--- src/rtl/rs_nco_pkg.sv ---
package rs_nco_pkg;

    localparam int FREQ_W = 56;
    localparam int BUS_W  = 32;
    localparam int PSEL_W = 5;
    localparam int ADDR_W = 2;
    localparam int CTRL_W = 6;

    typedef enum logic [ADDR_W-1:0] {
        ADR_FREQ_HI = 2'd0,
        ADR_FREQ_LO = 2'd1,
        ADR_COMMIT  = 2'd2,
        ADR_CTRL    = 2'd3
    } reg_addr_e;

    // packed MSB first: sync_en lands on bit 0
    typedef struct packed {
        logic fb_zero;
        logic clr_on_load;
        logic force_carry;
        logic freq_mode;
        logic step_at_start;
        logic sync_en;
    } ctrl_t;

    function automatic ctrl_t ctrl_from_word(input logic [BUS_W-1:0] w);
        return ctrl_t'(w[CTRL_W-1:0]);
    endfunction

    // phase-shift increment: top bits kept, rest cleared
    function automatic logic [FREQ_W-1:0] phase_offset(input logic [FREQ_W-1:0] f);
        return {f[FREQ_W-1 -: PSEL_W], {(FREQ_W-PSEL_W){1'b0}}};
    endfunction

endpackage

--- src/rtl/rs_nco_regs.sv ---
module rs_nco_regs
    import rs_nco_pkg::*;
#(
    parameter int FW = FREQ_W,
    parameter int BW = BUS_W
) (
    input  logic              clk,
    input  logic              rst,
    input  logic              we,
    input  logic [ADDR_W-1:0] addr,
    input  logic [BW-1:0]     wdata,
    output logic [FW-1:0]     shadow,
    output ctrl_t             ctrl,
    output logic              strobe
);
    localparam int LO_W = FW - BW;

    reg_addr_e        sel;
    logic [BW-1:0]    hi_q;
    logic [LO_W-1:0]  lo_q;
    ctrl_t            ctrl_q;

    assign sel    = reg_addr_e'(addr);
    assign strobe = we && (sel == ADR_COMMIT);

    always_ff @(posedge clk) begin
        if (rst) begin
            hi_q   <= '0;
            lo_q   <= '0;
            ctrl_q <= '0;
        end else if (we) begin
            case (sel)
                ADR_FREQ_HI: hi_q   <= wdata;
                ADR_FREQ_LO: lo_q   <= wdata[BW-1 -: LO_W];
                ADR_CTRL:    ctrl_q <= ctrl_from_word(wdata);
                default:     ;
            endcase
        end
    end

    assign shadow = {hi_q, lo_q};
    assign ctrl   = ctrl_q;

    a_r2_hi_keeps_lo: assert property (@(posedge clk) disable iff (rst)
        (we && sel == ADR_FREQ_HI) |=> $stable(shadow[LO_W-1:0]));
    a_r2_lo_keeps_hi: assert property (@(posedge clk) disable iff (rst)
        (we && sel == ADR_FREQ_LO) |=> $stable(shadow[FW-1:LO_W]));

endmodule

--- src/rtl/rs_nco_commit.sv ---
module rs_nco_commit
    import rs_nco_pkg::*;
#(
    parameter int FW = FREQ_W
) (
    input  logic          clk,
    input  logic          rst,
    input  logic          strobe,
    input  logic          sync_in,
    input  logic          sync_en,
    input  logic [FW-1:0] shadow,
    output logic [FW-1:0] freq_act,
    output logic          commit
);
    logic [FW-1:0] act_q;

    // strobe and sync merge into one commit event
    assign commit = strobe || (sync_in && sync_en);

    always_ff @(posedge clk) begin
        if (rst)         act_q <= '0;
        else if (commit) act_q <= shadow;
    end

    assign freq_act = act_q;

    a_r3_commit_takes_shadow: assert property (@(posedge clk) disable iff (rst)
        commit |=> (freq_act == $past(shadow)));
    a_r4_no_commit_holds: assert property (@(posedge clk) disable iff (rst)
        (!strobe && !(sync_in && sync_en)) |=> $stable(freq_act));

endmodule

--- src/rtl/rs_nco_accum.sv ---
module rs_nco_accum
    import rs_nco_pkg::*;
#(
    parameter int FW = FREQ_W,
    parameter int PW = PSEL_W
) (
    input  logic          clk,
    input  logic          rst,
    input  logic          step_start,
    input  logic          step_last,
    input  ctrl_t         ctrl,
    input  logic [FW-1:0] freq_act,
    input  logic          commit,
    output logic [FW-1:0] phase,
    output logic          carry
);
    logic          step;
    logic          clr_load;
    logic          fb_off;
    logic [FW-1:0] fb;
    logic [FW-1:0] inc;
    logic [FW:0]   sum_ext;
    logic [FW-1:0] acc_q;
    logic          carry_q;

    assign step     = ctrl.step_at_start ? step_start : step_last;
    assign clr_load = commit && ctrl.clr_on_load;
    assign fb_off   = !ctrl.freq_mode || ctrl.fb_zero || clr_load;
    assign fb       = fb_off ? '0 : acc_q;
    assign inc      = ctrl.freq_mode ? freq_act : phase_offset(freq_act);
    assign sum_ext  = {1'b0, fb} + {1'b0, inc};

    always_ff @(posedge clk) begin
        if (rst) begin
            acc_q   <= '0;
            carry_q <= 1'b0;
        end else begin
            carry_q <= step && (sum_ext[FW] || ctrl.force_carry);
            if (step)          acc_q <= sum_ext[FW-1:0];
            else if (clr_load) acc_q <= '0;
        end
    end

    assign phase = acc_q;
    assign carry = carry_q;

    a_r6_carry_needs_step: assert property (@(posedge clk) disable iff (rst)
        carry |-> $past(step));
    a_r7_phase_low_bits_zero: assert property (@(posedge clk) disable iff (rst)
        (step && !ctrl.freq_mode) |=> (phase[FW-PW-1:0] == '0));
    a_r8_forced_carry: assert property (@(posedge clk) disable iff (rst)
        (step && ctrl.force_carry) |=> carry);
    a_r10_zero_feedback: assert property (@(posedge clk) disable iff (rst)
        (step && ctrl.freq_mode && ctrl.fb_zero && !ctrl.force_carry)
            |=> (phase == $past(freq_act) && !carry));
    a_r12_idle_holds: assert property (@(posedge clk) disable iff (rst)
        (!step && !clr_load) |=> ($stable(phase) && !carry));
    a_r9_clear_on_commit: assert property (@(posedge clk) disable iff (rst)
        (clr_load && !step) |=> (phase == '0));

endmodule

--- src/rtl/rs_timing_nco.sv ---
module rs_timing_nco
    import rs_nco_pkg::*;
#(
    parameter int FW = FREQ_W,
    parameter int BW = BUS_W,
    parameter int PW = PSEL_W
) (
    input  logic              clk,
    input  logic              rst,
    input  logic              host_we,
    input  logic [ADDR_W-1:0] host_addr,
    input  logic [BW-1:0]     host_wdata,
    input  logic              sync_in,
    input  logic              step_start,
    input  logic              step_last,
    output logic [FW-1:0]     phase_o,
    output logic              carry_o
);
    logic [FW-1:0] shadow;
    logic [FW-1:0] freq_act;
    ctrl_t         ctrl;
    logic          strobe;
    logic          commit;

    rs_nco_regs #(.FW(FW), .BW(BW)) u_regs (
        .clk    (clk),
        .rst    (rst),
        .we     (host_we),
        .addr   (host_addr),
        .wdata  (host_wdata),
        .shadow (shadow),
        .ctrl   (ctrl),
        .strobe (strobe)
    );

    rs_nco_commit #(.FW(FW)) u_commit (
        .clk      (clk),
        .rst      (rst),
        .strobe   (strobe),
        .sync_in  (sync_in),
        .sync_en  (ctrl.sync_en),
        .shadow   (shadow),
        .freq_act (freq_act),
        .commit   (commit)
    );

    rs_nco_accum #(.FW(FW), .PW(PW)) u_accum (
        .clk        (clk),
        .rst        (rst),
        .step_start (step_start),
        .step_last  (step_last),
        .ctrl       (ctrl),
        .freq_act   (freq_act),
        .commit     (commit),
        .phase      (phase_o),
        .carry      (carry_o)
    );

    a_r1_quiet_after_reset: assert property (@(posedge clk)
        $fell(rst) |-> (phase_o == '0 && !carry_o));

endmodule

--- config.mk ---
export PLATFORM = sky130hd
export DESIGN_NAME = rs_timing_nco
export DESIGN_NICKNAME = d
export VERILOG_FILES = /design/src/rtl/rs_nco_pkg.sv /design/src/rtl/rs_nco_regs.sv /design/src/rtl/rs_nco_commit.sv /design/src/rtl/rs_nco_accum.sv /design/src/rtl/rs_timing_nco.sv
export SDC_FILE = /design/constraint.sdc
export NUM_CORES = 1
export LEC_CHECK = 0
export ABC_AREA = 1
export BUFFER_PORTS_ARGS = -buffer_cell sky130_fd_sc_hd__buf_2
export CELL_PAD_IN_SITES_DETAIL_PLACEMENT = 1
export CELL_PAD_IN_SITES_GLOBAL_PLACEMENT = 2
export CORE_ASPECT_RATIO = 1.5
export CORE_UTILIZATION = 29
export DETAILED_ROUTE_END_ITERATION = 12
export GPL_TIMING_DRIVEN = 0
export MAX_ROUTING_LAYER = met4
export PLACE_DENSITY = 0.89
export SLEW_MARGIN = 40
export SYNTH_ARGS = -nofsm -noshare
export SYNTH_HDL_FRONTEND = slang
export SYNTH_HIERARCHICAL = 1
export SYNTH_SLANG_ARGS = --single-unit
--- constraint.sdc ---
create_clock -name clk -period 4.05 [get_ports clk]
set_input_delay 0.81 -clock clk [delete_from_list [all_inputs] [get_ports clk]]
set_output_delay 0.81 -clock clk [all_outputs]
set_load 0.02 [all_outputs]
# Word-level counts from Yosys, hierarchy flattened
# Index checks and enable logic that the tools add are counted.
dict set report word_totals {
  register_bits 175
  in_bits 40
  out_inout_bits 57
}
dict set report op_classes {
  add_sub_neg 1
  eq_ne 3
  mux 5
  reduce_logical 14
}
# operator n
set op_table {}
lappend op_table {{56-bit two-way mux} 3}
lappend op_table {{56-bit by 56-bit adder with 57-bit output} 1}
lappend op_table {{51-bit two-way mux} 1}
lappend op_table {{2-bit AND reduction} 3}
lappend op_table {{2-bit equality test (second input constant)} 2}
lappend op_table {{1-bit logical AND} 4}
lappend op_table {{1-bit logical OR} 4}
lappend op_table {{2-bit by 1-bit equality test with 1-bit output (second input constant)} 1}
lappend op_table {{2-bit logical NOT} 1}
lappend op_table {{2-bit nonzero test} 1}
lappend op_table {{1-bit logical NOT} 1}
lappend op_table {{1-bit two-way mux} 1}

# Depth between registers and ports, before layout
dict set report depth {
  ltp_word 9
  depth_mapped 28
  ltp_nobuf 22
}

# Cells and area by module
# Netlist, hierarchy kept.
# module instances cells_each area_each_um2 seq_area_each_um2
set by_module_without_submodules {}
lappend by_module_without_submodules {rs_nco_accum 1 1586 7915.1 1141.1}
lappend by_module_without_submodules {rs_nco_regs 1 404 2661.3 1241.2}
lappend by_module_without_submodules {rs_nco_commit 1 370 2508.7 1121.1}

# Worst setup path before layout
# No wires, ideal clock.
dict set report synth_path {
  path_kind {input-to-reg}
  from {input host_we}
  to {register u_accum.acc_q[26], in the netlist u_accum/phase[26]}
  arrival_time_ns 3.820
  t_required_ns 3.918
  path_slack_ns 0.098
  path_stages 22
  path_cell_list {buf_2 -> buf_2 -> nand2_1 -> nor2_1 -> inv_2 -> buf_6 -> buf_2 -> nand2_1 -> nand2_1 -> nand3b_1 -> clkbuf_1 -> buf_1 -> nor2_1 -> ha_1 -> nand2_1 -> nor2_1 -> inv_1 -> nor3_1 -> a21oi_1 -> or2_2 -> nand3_1 -> a21oi_1}
}
dict set report synth_between {
  elab_chain_cells 7
  elab_cells_between_ends 8
  cone_classes {1 x add/sub; 2 x mux; 5 x reduce/logical}
}
# element line
set synth_rtl {}
lappend synth_rtl {{start: declaration} rs_timing_nco.sv:10} ;# input logic host_we,
lappend synth_rtl {{1-bit logical AND (*)} rs_nco_regs.sv:24} ;# assign strobe = we && (sel == ADR_COMMIT);
lappend synth_rtl {{net strobe} rs_timing_nco.sv:22} ;# logic strobe;
lappend synth_rtl {{1-bit logical OR (*)} rs_nco_commit.sv:18} ;# assign commit = strobe || (sync_in && sync_en);
lappend synth_rtl {{net commit} rs_timing_nco.sv:23} ;# logic commit;
lappend synth_rtl {{1-bit logical AND (*)} rs_nco_accum.sv:27} ;# assign clr_load = commit && ctrl.clr_on_load;
lappend synth_rtl {{1-bit logical OR} rs_nco_accum.sv:28} ;# assign fb_off = !ctrl.freq_mode || ctrl.fb_zero || clr_load;
lappend synth_rtl {{56-bit two-way mux} rs_nco_accum.sv:29} ;# assign fb = fb_off ? '0 : acc_q;
lappend synth_rtl {{56-bit by 56-bit adder with 57-bit output} rs_nco_accum.sv:31} ;# assign sum_ext = {1'b0, fb} + {1'b0, inc};
lappend synth_rtl {{56-bit two-way mux} rs_nco_accum.sv:39} ;# if (step) acc_q <= sum_ext[FW-1:0];
lappend synth_rtl {{end signal: assignment} rs_nco_accum.sv:39}
lappend synth_rtl {{end: declaration} rs_nco_accum.sv:23} ;# logic [FW-1:0] acc_q;
# Mark *: on every way through the listed nets, which the timed path passes. The rest lies on a longest branch.
# A chain may end at the register's enable or synchronous reset.

# Worst setup path after layout
dict set report layout_path {
  from {input host_we}
  to {register u_accum.acc_q[42], in the netlist u_accum/phase[42]}
}
# Same word-level chain as after synthesis.

==> reports/results.ini <==
[detailed_routing]
drc=0
first_pass_iters=5
drt-initial-drc-count=491
wl_per_cell_um=17.5
ant_nets=0
num_vias=14111
totalWireLength_mm=53.9
drt-vias-per-instance=4.59

[min_path]
hp-class=flip-flop to flip-flop

[clock_tree]
clock-root-buffer=clkbuf_16
clockBufferDepth=2
h-tree-depth=4
clock_sinks=175
cts_buffers=17
clock_latency_ns=0.46
cts_tree=done
clk_pin_slew_ns=0.08

[synthesis]
synth_top_area_cell=dfxtp_1
async_flop_share_pct=0
syn-cell-area_um2=13100
syn_inst=2360
synth-edff-count=0
ys_seq_elements=175
synth_ff_type=dfxtp_1
yosys-top-cells-area=dfxtp_1 27%, nand2_1 22%, inv_1 15%
synth_seq_area_share_pct=26.8
syn-num-nets=2457
yosys.area.top_type_share_pct=26.8
ys_types=32
syn_avg_cell_area_um2=5.54
synth_warnings=6

[floorplanning]
rows=95
die_area_um2=46000
ios=97
fp.dieH_um=262
core_area_um2=44700
start_util_pct=29.3
chipWidth_um=175

[critical_path]
r2r_end=u_accum/phase[49]
critPathKind=primary input to flip-flop
startpoint_type=primary input
reg2regPathDepth=20
r2r_slack_ns=0.52
crit_arrival_ns=4.20
critical_path_peak_fanout=19
cp-endpoint=u_accum/phase[42]
critPathLaunch=host_we
cp-end-kind=flip-flop
cp.required_ns=4.43
timing.rr.start=u_regs/ctrl[0]

[sta]
max_freq_ghz=0.262
fin_crit_sh_pct=94.3
fin_skew_ns=0.0218
finalMaxSlewViolations=0
rsz0062_at_grt=false
worst_pin_slew_ns=0.631
max-slew-margin-rel_pct=58.0
min_period_ns=3.82
setup_violations=0
holdWs_ns=0.481
final_hold_viol_count=0

[cells_and_area]
fin_area_um2=15400
layout_common_cells=728 x nand2_1, 514 x inv_1, 269 x nor2_1, 175 x a21oi_1, 175 x dfxtp_1
post-route-util_pct=34.5
fillers=6197
final_common_cell=nand2_1
nNetsFinal=2574
area_growth_pct=17.7
final_layout_size_suffix_gt1_share_pct=13.0
diodes=0

[placed_design]
place_area_um2=14300
dp_hpwl_mm=45.8
gp_congestion=0.970
io_buffers=96

[job]
cap_viol_max_count=0

[pwr]
pwr_density_cell_nw_per_um2=273
fin_total_pwr_mw=4.20
p_leak_nw=8.36
ir_drop_v=0.000220

[global_route]
antenna_found_initial=0
track_usage_pct=24.6
grt_pass1_vias=14887
grt_first_pass_wirelength_mm=82.6
overflow=0
grt_max_degree=17

[run_status]
status=finished, final reports clean

[cell type report]
class | count | area (µm²) | share of cell area (%)
repair buffers | 101 | 524 | 3.40
clock inverters | 12 | 169 | 1.10
clock buffers | 20 | 467 | 3.03
plain buffers | 82 | 469 | 3.05
multi-input cells | 1579 | 7590 | 49.3
inverters | 521 | 1960 | 12.7
flip-flops and latches | 175 | 3500 | 22.7
well taps | 582 | 728 | 4.73
[timing repair]
item	CTS	global route
pin swaps	10	3
cloned	1	0
gates resized for setup	97	36
setup buffers	4	0
hold buffers	0	0
setup endpoints to repair	53	37
[registers in the layout (all words and copies together) (netlist names)]
name               count
u_accum/phase         56
u_commit/freq_act     56
u_regs/hi_q           32
u_regs/lo_q           24
u_regs/ctrl            6
u_accum/carry          1
[worst max-delay path, stage by stage]
cell and delay (ns):
buf_6 0.13, buf_8 0.14, nand2_1 0.06, nor2_1 0.13, inv_2 0.10, buf_6 0.17, nand2_1 0.12, nand2_1 0.06
nand3b_1 0.20, buf_8 0.20, buf_4 0.19, nor2_1 0.06, ha_2 0.39, nand2_1 0.14, nor2_4 0.17, nand2_2 0.11
nor3_4 0.35, nand2_2 0.17, nand4_1 0.13, nand3_1 0.13, a21oi_1 0.18
[report_power, final]
| part | switching [mW] | internal [mW] | total [mW] |
|---|---|---|---|
| logic | 0.335 | 0.163 | 0.498 |
| registers | 0.0460 | 1.80 | 1.84 |
| clock network | 0.817 | 1.04 | 1.86 |
[worst min-delay path by stage]
stage                      startpoint              endpoint  slack (ns)  cells after the start
floorplan              u_regs/lo_q[0]  u_commit/freq_act[0]        0.45                      2
global placement     u_accum/phase[0]      u_accum/phase[0]        0.46                      2
detailed placement   u_accum/phase[8]      u_accum/phase[8]        0.47                      2
CTS                  u_accum/phase[8]      u_accum/phase[8]        0.48                      2
global route        u_accum/phase[20]     u_accum/phase[20]        0.50                      2
finish               u_accum/phase[8]      u_accum/phase[8]        0.48                      2
[cell usage after synthesis (2+ instances only)]
master and instances:
or2_2 8, buf_2 44, buf_4 5, a21oi_1 182
ha_1 56, nor2_2 13, nand3b_1 6, o211ai_1 2
nand3_2 3, nand4_1 9, nor2_1 295, and3_1 3
dfxtp_1 175, nor3_2 3, buf_1 7, inv_2 5
a21boi_0 18, inv_1 516, nand2_1 755, clkbuf_1 23
nand2_2 4, and2_1 2, buf_6 6, nor3_1 9
o21ai_0 28, nand3_1 177
[layer usage]
metal	up-vias	GRT usage, %	wire length [µm]
li1	7286	-	-
met1	6552	24.1	20900
met2	191	47.0	28600
met3	82	2.55	1190
met4	0	13.6	3200
met5	-	-	0
[cell families after synthesis]
| logic type | share of synthesized area, % |
|---|---|
| compound gates | 9.30 |
| fa+ha+maj | 5.51 |
| buf+inv | 18.3 |
| flops | 26.8 |
| mux | 0.0861 |
| simple gates | 40.0 |
[stage by stage]
step                instances  setup TNS [ns]  setup slack [ns]
detailed placement       3038          -70.38             -1.97
global route             3072               0            0.0476
global placement         3038          -85.93             -2.26
finish                   3072               0             0.230
CTS                      3073               0           0.00346
floorplan                2360               0            0.0979
(Power assumes the default switching activity.)
